==> src/rtl/hwa_pkg.sv <==
package hwa_pkg;
    localparam int HALF_W     = 16;
    localparam int INSTR_W    = 2 * HALF_W;
    localparam int PFX_W      = 5;
    localparam int N_WIDE_PFX = 3;

    typedef enum logic {
        ST_EMPTY = 1'b0,
        ST_HALF  = 1'b1
    } asm_state_t;

    // Wide prefixes are the three consecutive codes starting at 5'b11101.
    function automatic logic [PFX_W-1:0] wide_pfx(input int idx);
        return 5'b11101 + PFX_W'(idx);
    endfunction
endpackage

==> src/rtl/hwa_len_detect.sv <==
module hwa_len_detect
    import hwa_pkg::*;
(
    input  logic [PFX_W-1:0] pfx_i,
    output logic             wide_o
);
    logic [N_WIDE_PFX-1:0] hit;

    generate
        for (genvar g = 0; g < N_WIDE_PFX; g++) begin : g_pfx
            assign hit[g] = (pfx_i == wide_pfx(g));
        end
    endgenerate

    assign wide_o = |hit;


    always_comb begin
        wide_class_chk: assert (wide_o == ((pfx_i[4:2] == 3'b111) && (pfx_i[1:0] != 2'b00)));
    end
endmodule

==> src/rtl/hwa_addr_track.sv <==
module hwa_addr_track #(
    parameter int unsigned          ADDR_W     = 32,
    parameter logic [ADDR_W-1:0]    RESET_ADDR = '0
) (
    input  logic              clk,
    input  logic              rst_n,
    input  logic              flush_i,
    input  logic [ADDR_W-1:0] flush_addr_i,
    input  logic              step_i,
    input  logic              capture_i,
    output logic [ADDR_W-1:0] cur_addr_o,
    output logic [ADDR_W-1:0] lead_addr_o
);
    localparam logic [ADDR_W-1:0] HALF_BYTES = ADDR_W'(2);
    localparam logic [ADDR_W-1:0] ALIGN_MASK = ~ADDR_W'(1);

    logic [ADDR_W-1:0] cur_q;
    logic [ADDR_W-1:0] lead_q;

    always_ff @(posedge clk) begin
        if (!rst_n) begin
            cur_q <= RESET_ADDR & ALIGN_MASK;
        end else if (flush_i) begin
            cur_q <= flush_addr_i & ALIGN_MASK;
        end else if (step_i) begin
            cur_q <= cur_q + HALF_BYTES;
        end
    end

    always_ff @(posedge clk) begin
        if (!rst_n) begin
            lead_q <= '0;
        end else if (capture_i && !flush_i) begin
            lead_q <= cur_q;
        end
    end

    assign cur_addr_o  = cur_q;
    assign lead_addr_o = lead_q;


    addr_step_chk: assert property (@(posedge clk) disable iff (!rst_n)
        (step_i && !flush_i) |=> (cur_q == $past(cur_q) + HALF_BYTES));


    addr_even_chk: assert property (@(posedge clk) disable iff (!rst_n)
        (cur_q[0] == 1'b0) && (lead_q[0] == 1'b0));


    flush_load_chk: assert property (@(posedge clk) disable iff (!rst_n)
        flush_i |=> (cur_q == ($past(flush_addr_i) & ALIGN_MASK)));
endmodule

==> src/rtl/hwa_out_reg.sv <==
module hwa_out_reg #(
    parameter int unsigned INSTR_W = 32,
    parameter int unsigned ADDR_W  = 32
) (
    input  logic               clk,
    input  logic               rst_n,
    input  logic               load_i,
    input  logic [INSTR_W-1:0] instr_i,
    input  logic               wide_i,
    input  logic [ADDR_W-1:0]  addr_i,
    input  logic               ready_i,
    output logic               valid_o,
    output logic [INSTR_W-1:0] instr_o,
    output logic               wide_o,
    output logic [ADDR_W-1:0]  addr_o
);
    logic               valid_q;
    logic [INSTR_W-1:0] instr_q;
    logic               wide_q;
    logic [ADDR_W-1:0]  addr_q;

    always_ff @(posedge clk) begin
        if (!rst_n) begin
            valid_q <= 1'b0;
        end else if (load_i) begin
            valid_q <= 1'b1;
        end else if (ready_i) begin
            valid_q <= 1'b0;
        end
    end

    always_ff @(posedge clk) begin
        if (!rst_n) begin
            instr_q <= '0;
            wide_q  <= 1'b0;
            addr_q  <= '0;
        end else if (load_i) begin
            instr_q <= instr_i;
            wide_q  <= wide_i;
            addr_q  <= addr_i;
        end
    end

    assign valid_o = valid_q;
    assign instr_o = instr_q;
    assign wide_o  = wide_q;
    assign addr_o  = addr_q;


    stall_hold_chk: assert property (@(posedge clk) disable iff (!rst_n)
        (valid_q && !ready_i) |=> (valid_q && $stable(instr_q) && $stable(wide_q) && $stable(addr_q)));


    stall_noload_chk: assert property (@(posedge clk) disable iff (!rst_n)
        (valid_q && !ready_i) |-> !load_i);
endmodule

==> src/rtl/halfword_instr_assembler.sv <==
module halfword_instr_assembler
    import hwa_pkg::*;
#(
    parameter int unsigned       ADDR_W     = 32,
    parameter logic [ADDR_W-1:0] RESET_ADDR = '0
) (
    input  logic               clk,
    input  logic               rst_n,
    input  logic               flush,
    input  logic [ADDR_W-1:0]  flush_addr,
    input  logic               in_valid,
    output logic               in_ready,
    input  logic [HALF_W-1:0]  in_half,
    output logic               out_valid,
    input  logic               out_ready,
    output logic [INSTR_W-1:0] out_instr,
    output logic               out_wide,
    output logic [ADDR_W-1:0]  out_addr
);
    asm_state_t         state_q, state_d;
    logic [HALF_W-1:0]  held_q;
    logic               accept;
    logic               is_wide;
    logic               capture;
    logic               emit;
    logic [INSTR_W-1:0] emit_instr;
    logic               emit_wide;
    logic [ADDR_W-1:0]  emit_addr;
    logic [ADDR_W-1:0]  cur_addr;
    logic [ADDR_W-1:0]  lead_addr;

    assign in_ready = !flush && (!out_valid || out_ready);
    assign accept   = in_valid && in_ready;

    hwa_len_detect i_len (
        .pfx_i  (in_half[HALF_W-1 -: PFX_W]),
        .wide_o (is_wide)
    );

    hwa_addr_track #(
        .ADDR_W     (ADDR_W),
        .RESET_ADDR (RESET_ADDR)
    ) i_addr (
        .clk          (clk),
        .rst_n        (rst_n),
        .flush_i      (flush),
        .flush_addr_i (flush_addr),
        .step_i       (accept),
        .capture_i    (capture),
        .cur_addr_o   (cur_addr),
        .lead_addr_o  (lead_addr)
    );

    // State register
    always_ff @(posedge clk) begin
        if (!rst_n) begin
            state_q <= ST_EMPTY;
            held_q  <= '0;
        end else begin
            state_q <= state_d;
            if (capture) begin
                held_q <= in_half;
            end
        end
    end

    // Transitions and outputs
    always_comb begin
        state_d    = state_q;
        capture    = 1'b0;
        emit       = 1'b0;
        emit_instr = '0;
        emit_wide  = 1'b0;
        emit_addr  = cur_addr;
        if (flush) begin
            state_d = ST_EMPTY;                       // FLUSH_DROP
        end else if (accept) begin
            unique case (state_q)
                ST_EMPTY: begin
                    if (is_wide) begin
                        capture = 1'b1;               // GRAB_FIRST
                        state_d = ST_HALF;
                    end else begin
                        emit       = 1'b1;            // EMIT_NARROW
                        emit_instr = {{HALF_W{1'b0}}, in_half};
                    end
                end
                ST_HALF: begin
                    emit       = 1'b1;                // EMIT_WIDE
                    emit_wide  = 1'b1;
                    emit_instr = {held_q, in_half};
                    emit_addr  = lead_addr;
                    state_d    = ST_EMPTY;
                end
            endcase
        end
    end

    hwa_out_reg #(
        .INSTR_W (INSTR_W),
        .ADDR_W  (ADDR_W)
    ) i_out (
        .clk     (clk),
        .rst_n   (rst_n),
        .load_i  (emit),
        .instr_i (emit_instr),
        .wide_i  (emit_wide),
        .addr_i  (emit_addr),
        .ready_i (out_ready),
        .valid_o (out_valid),
        .instr_o (out_instr),
        .wide_o  (out_wide),
        .addr_o  (out_addr)
    );


    narrow_upper_zero_chk: assert property (@(posedge clk) disable iff (!rst_n)
        (out_valid && !out_wide) |-> (out_instr[INSTR_W-1:HALF_W] == '0));


    held_keep_chk: assert property (@(posedge clk) disable iff (!rst_n)
        (state_q == ST_HALF && !in_valid && !flush) |=> (state_q == ST_HALF && $stable(held_q)));


    flush_block_chk: assert property (@(posedge clk) disable iff (!rst_n)
        flush |-> !in_ready);


    flush_empty_chk: assert property (@(posedge clk) disable iff (!rst_n)
        flush |=> (state_q == ST_EMPTY));


    stall_block_chk: assert property (@(posedge clk) disable iff (!rst_n)
        (out_valid && !out_ready) |-> !in_ready);
endmodule

==> config.mk <==
export PLATFORM = sky130hd
export DESIGN_NAME = halfword_instr_assembler
export DESIGN_NICKNAME = d
export VERILOG_FILES = /design/src/rtl/hwa_pkg.sv /design/src/rtl/hwa_len_detect.sv /design/src/rtl/hwa_addr_track.sv /design/src/rtl/hwa_out_reg.sv /design/src/rtl/halfword_instr_assembler.sv
export SDC_FILE = /design/constraint.sdc
export NUM_CORES = 1
export LEC_CHECK = 0
export BUFFER_PORTS_ARGS = -buffer_cell sky130_fd_sc_hd__buf_2
export CAP_MARGIN = 20
export CELL_PAD_IN_SITES_DETAIL_PLACEMENT = 1
export CELL_PAD_IN_SITES_GLOBAL_PLACEMENT = 1
export CORE_MARGIN = 2
export CORE_UTILIZATION = 37
export CTS_CLUSTER_SIZE = 20
export DETAILED_ROUTE_END_ITERATION = 16
export PLACE_DENSITY_LB_ADDON = 0.05
export SETUP_SLACK_MARGIN = 0.3
export SYNTH_ARGS = -nofsm -noshare
export SYNTH_HDL_FRONTEND = slang
export SYNTH_SLANG_ARGS = --single-unit
==> constraint.sdc <==
create_clock -name clk -period 1.71 [get_ports clk]
set_clock_uncertainty 0.2 [all_clocks]
set_input_delay 0.0855 -clock clk [delete_from_list [all_inputs] [get_ports clk]]
set_output_delay 0.0855 -clock clk [all_outputs]
set_load 0.02 [all_outputs]
==> impl_metrics.json <==
{
  "ant_nets": 0,
  "syn2layout_area_growth_pct": 87.9,
  "swShare_pct": 29.7,
  "worstSkewPairLatency_ns": 0.45,
  "synth_mux_area_share_pct": 5.00,
  "path_depth": 6,
  "cp_max_fo": 4,
  "die_y_um": 131,
  "path_delay_family": "simple AND/OR/NAND/NOR gates",
  "p_total_w": 0.00928,
  "num_antenna_cells": 0,
  "drive_gt1_share_pct": 57.7,
  "coreArea_um2": 15900,
  "vias": 7288,
  "first_iter_violations": 536,
  "gp_congestion": 0.833,
  "syn_avg_cell_area_um2": 8.38,
  "cpPeakStageDelay_ns": 0.54,
  "port_buffers": 117,
  "fin_crit_ns": 1.99,
  "path_buf_inv": 0,
  "clock-sinks": 144,
  "required_ns": 1.90,
  "synth_edf_count": 0,
  "antenna_found_initial": 0,
  "ir_drop_mv": 1.00,
  "wl_per_cell_um": 29.7,
  "cts_made_buffers": 17,
  "hpwlAfterDp_um": 13200,
  "initial_utilization_pct": 37.8,
  "highest_layer": "met4",
  "crit_chain": "ha_4 > and3_4 > nand3_4 > or4_4 > a21oi_4 > o21a_1",
  "slew_headroom_pct": 46.3,
  "drc": 0,
  "stdcell_count": 1222,
  "leakagePower_nw": 4.76,
  "fin_ws_ns": -0.276,
  "holdPathStages": 4,
  "grt.total_usage_pct": 32.0,
  "die-area_um2": 17300,
  "powerDensity_nw_per_um2": 823,
  "synth_nets": 770,
  "met1Wirelength_um": 13200,
  "netlist_area_um2": 6000,
  "path_clk_slew_ns": 0.07,
  "root_buffer": "clkbuf_16",
  "synth_common_cells": "nand2_1 (147), dfxtp_1 (144), a21oi_1 (81)",
  "firstDrtPassIters": 5,
  "internal_power_w": 0.00652,
  "grt_first_pass_wirelength_um": 42500,
  "wl_met3_um": 2260,
  "yosys.cell_types.count": 50,
  "fin_crit_sh_pct": 116,
  "ys_ff_latch": 144,
  "rsz0062_at_grt": "true",
  "synth-simple-area-share_pct": 20.7,
  "slew_viol_final": 0,
  "worstSetupPathType": "reg2reg",
  "power_frac_comb_pct": 17.9,
  "async_flop_share_pct": 0,
  "synth_top_cell_by_area": "dfxtp_1",
  "synth_area_leaders": "dfxtp_1 (48%), nand2_1 (9.2%), a21oi_1 (6.8%)",
  "arrival_ns": 2.18,
  "die_w_um": 131,
  "synth-compound-area-share_pct": 18.6,
  "yosysMostFrequentCell": "nand2_1",
  "synth_top_family_by_area": "simple AND/OR/NAND/NOR gates",
  "cts_max_level": 4,
  "clkPwrFrac_pct": 43.2,
  "slowest_stage": "or4_4",
  "p_switching_w": 0.00276,
  "fin_nets": 1047,
  "end_kind": "flip-flop",
  "max_freq_ghz": 0.504,
  "synth_xor_area_share_pct": 2.77,
  "reg2reg_depth": 6,
  "synthAdderAreaFrac_pct": 0.208,
  "clockBufferDepth": 2,
  "totalWireLength_um": 36300,
  "pin_count": 120,
  "setup-violations-final": 137,
  "grt-ovfl-total": 0,
  "tritoncts": "yes",
  "cp-start-kind": "flip-flop",
  "viasPerCell": 5.96,
  "wl_met2_um": 18200,
  "seqPwrFrac_pct": 38.9,
  "ys_warn_count": 0,
  "drv_cap": 0,
  "seq_area_frac_synth_pct": 48.0,
  "tightest_slew_ns": 0.803,
  "synth_top_area_share_pct": 48.0,
  "hp-class": "in2reg",
  "violations": "negative setup slack",
  "syn_inst": 716,
  "first_global_vias": 7320,
  "hold_viol": 0,
  "ys.flop_type": "dfxtp_1",
  "grt_max_degree": 40,
  "rows": 46,
  "run_status": "finished with violations",
  "dp_cells": 1068
}
sequential cells by signal (all words and copies together), names as in the netlist:
register,flops
i_out.instr_o,32
i_addr.cur_addr_o,31
i_addr.lead_addr_o,31
i_out.addr_o,31
held_q,16
i_out.valid_o,1
i_out.wide_o,1
state_q,1
power by group through the flow:
stage | clock network [W] | logic [W] | registers (W)
global placement | 0 | 0.000872 | 0.00362
floorplan | 0 | 0.000402 | 0.00373
global route | 0.00416 | 0.00171 | 0.00362
finish | 0.00401 | 0.00166 | 0.00361
CTS | 0.00392 | 0.00132 | 0.00357
detailed placement | 0 | 0.000891 | 0.00363
tightest hold or removal path: stages:
cell and delay [ns]:
buf_2 0.12, buf_4 0.25, o21ai_0 0.12, a21oi_1 0.05
what timing repair did:
item	in CTS	in global routing
hold endpoints to repair	66	0
pin swaps	62	122
gates cloned	13	7
hold buffers	59	0
buffers inserted	25	18
resized for setup	173	230
setup endpoints to repair	144	145
routing by layer:
metal	vias to the layer above	track usage [%]
met5	-	0
met4	0	14.9
met3	188	5.67
met2	408	58.0
met1	3628	36.4
li1	3064	-
path summary, 6_finish.rpt:
check	slack, ns	endpoint	start
worst max-delay path	-0.28	i_addr.cur_addr_o[27]	i_addr.cur_addr_o[2]
worst min-delay path	0.02	i_addr.cur_addr_o[20]	rst_n
worst max register to register	-0.28	i_addr.cur_addr_o[27]	i_addr.cur_addr_o[2]
worst min register to register	0.27	i_addr.lead_addr_o[24]	i_addr.lead_addr_o[24]
layout by cell type (no fill, tap or decap), types with 27 or more instances in the layout:
master,Yosys,final
a211oi_2,0,27
a21oi_2,0,60
buf_2,18,116
buf_4,4,71
dfxtp_1,144,127
dlygate4sd3_1,0,59
mux2i_1,30,30
nand2_1,147,72
nand2_4,0,56
nor2_1,64,27
per-stage QoR:
stage,hold slack (ns),setup slack [ns],area [µm²],setup TNS (ns),utilization (%)
3_3_place_gp,0.142,-0.0775,7580,-0.520,47.7
5_1_grt,0.0187,-0.282,11300,-25.78,71.0
3_5_place_dp,0.141,-0.148,7580,-1.97,47.7
2_1_floorplan,0.0215,-0.0497,6380,-0.122,-
4_1_cts,-0.0147,-0.0866,10000,-2.64,63.1
6_report,0.0189,-0.276,11300,-19.97,71.0
cell families (layout without fill, tap and decap cells):
family,after synthesis,after routing
AND/OR/NAND/NOR,277,277
flip-flops,144,144
AO/OA/AOI/OAI,181,181
buffers and inverters,63,353
other,1,1
multiplexers,30,30
adder cells (fa/ha/maj),1,1
XOR/XNOR,19,19
final cells by class:
type	count	area, µm²
repair buffers	315	2990
fillers	1622	4610
multi-input cells	509	4480
flip-flops and latches	144	2910
well taps	216	270
inverters	6	23.8
clock buffers	17	425
clock inverters	15	185
(Power assumes the default switching activity.)
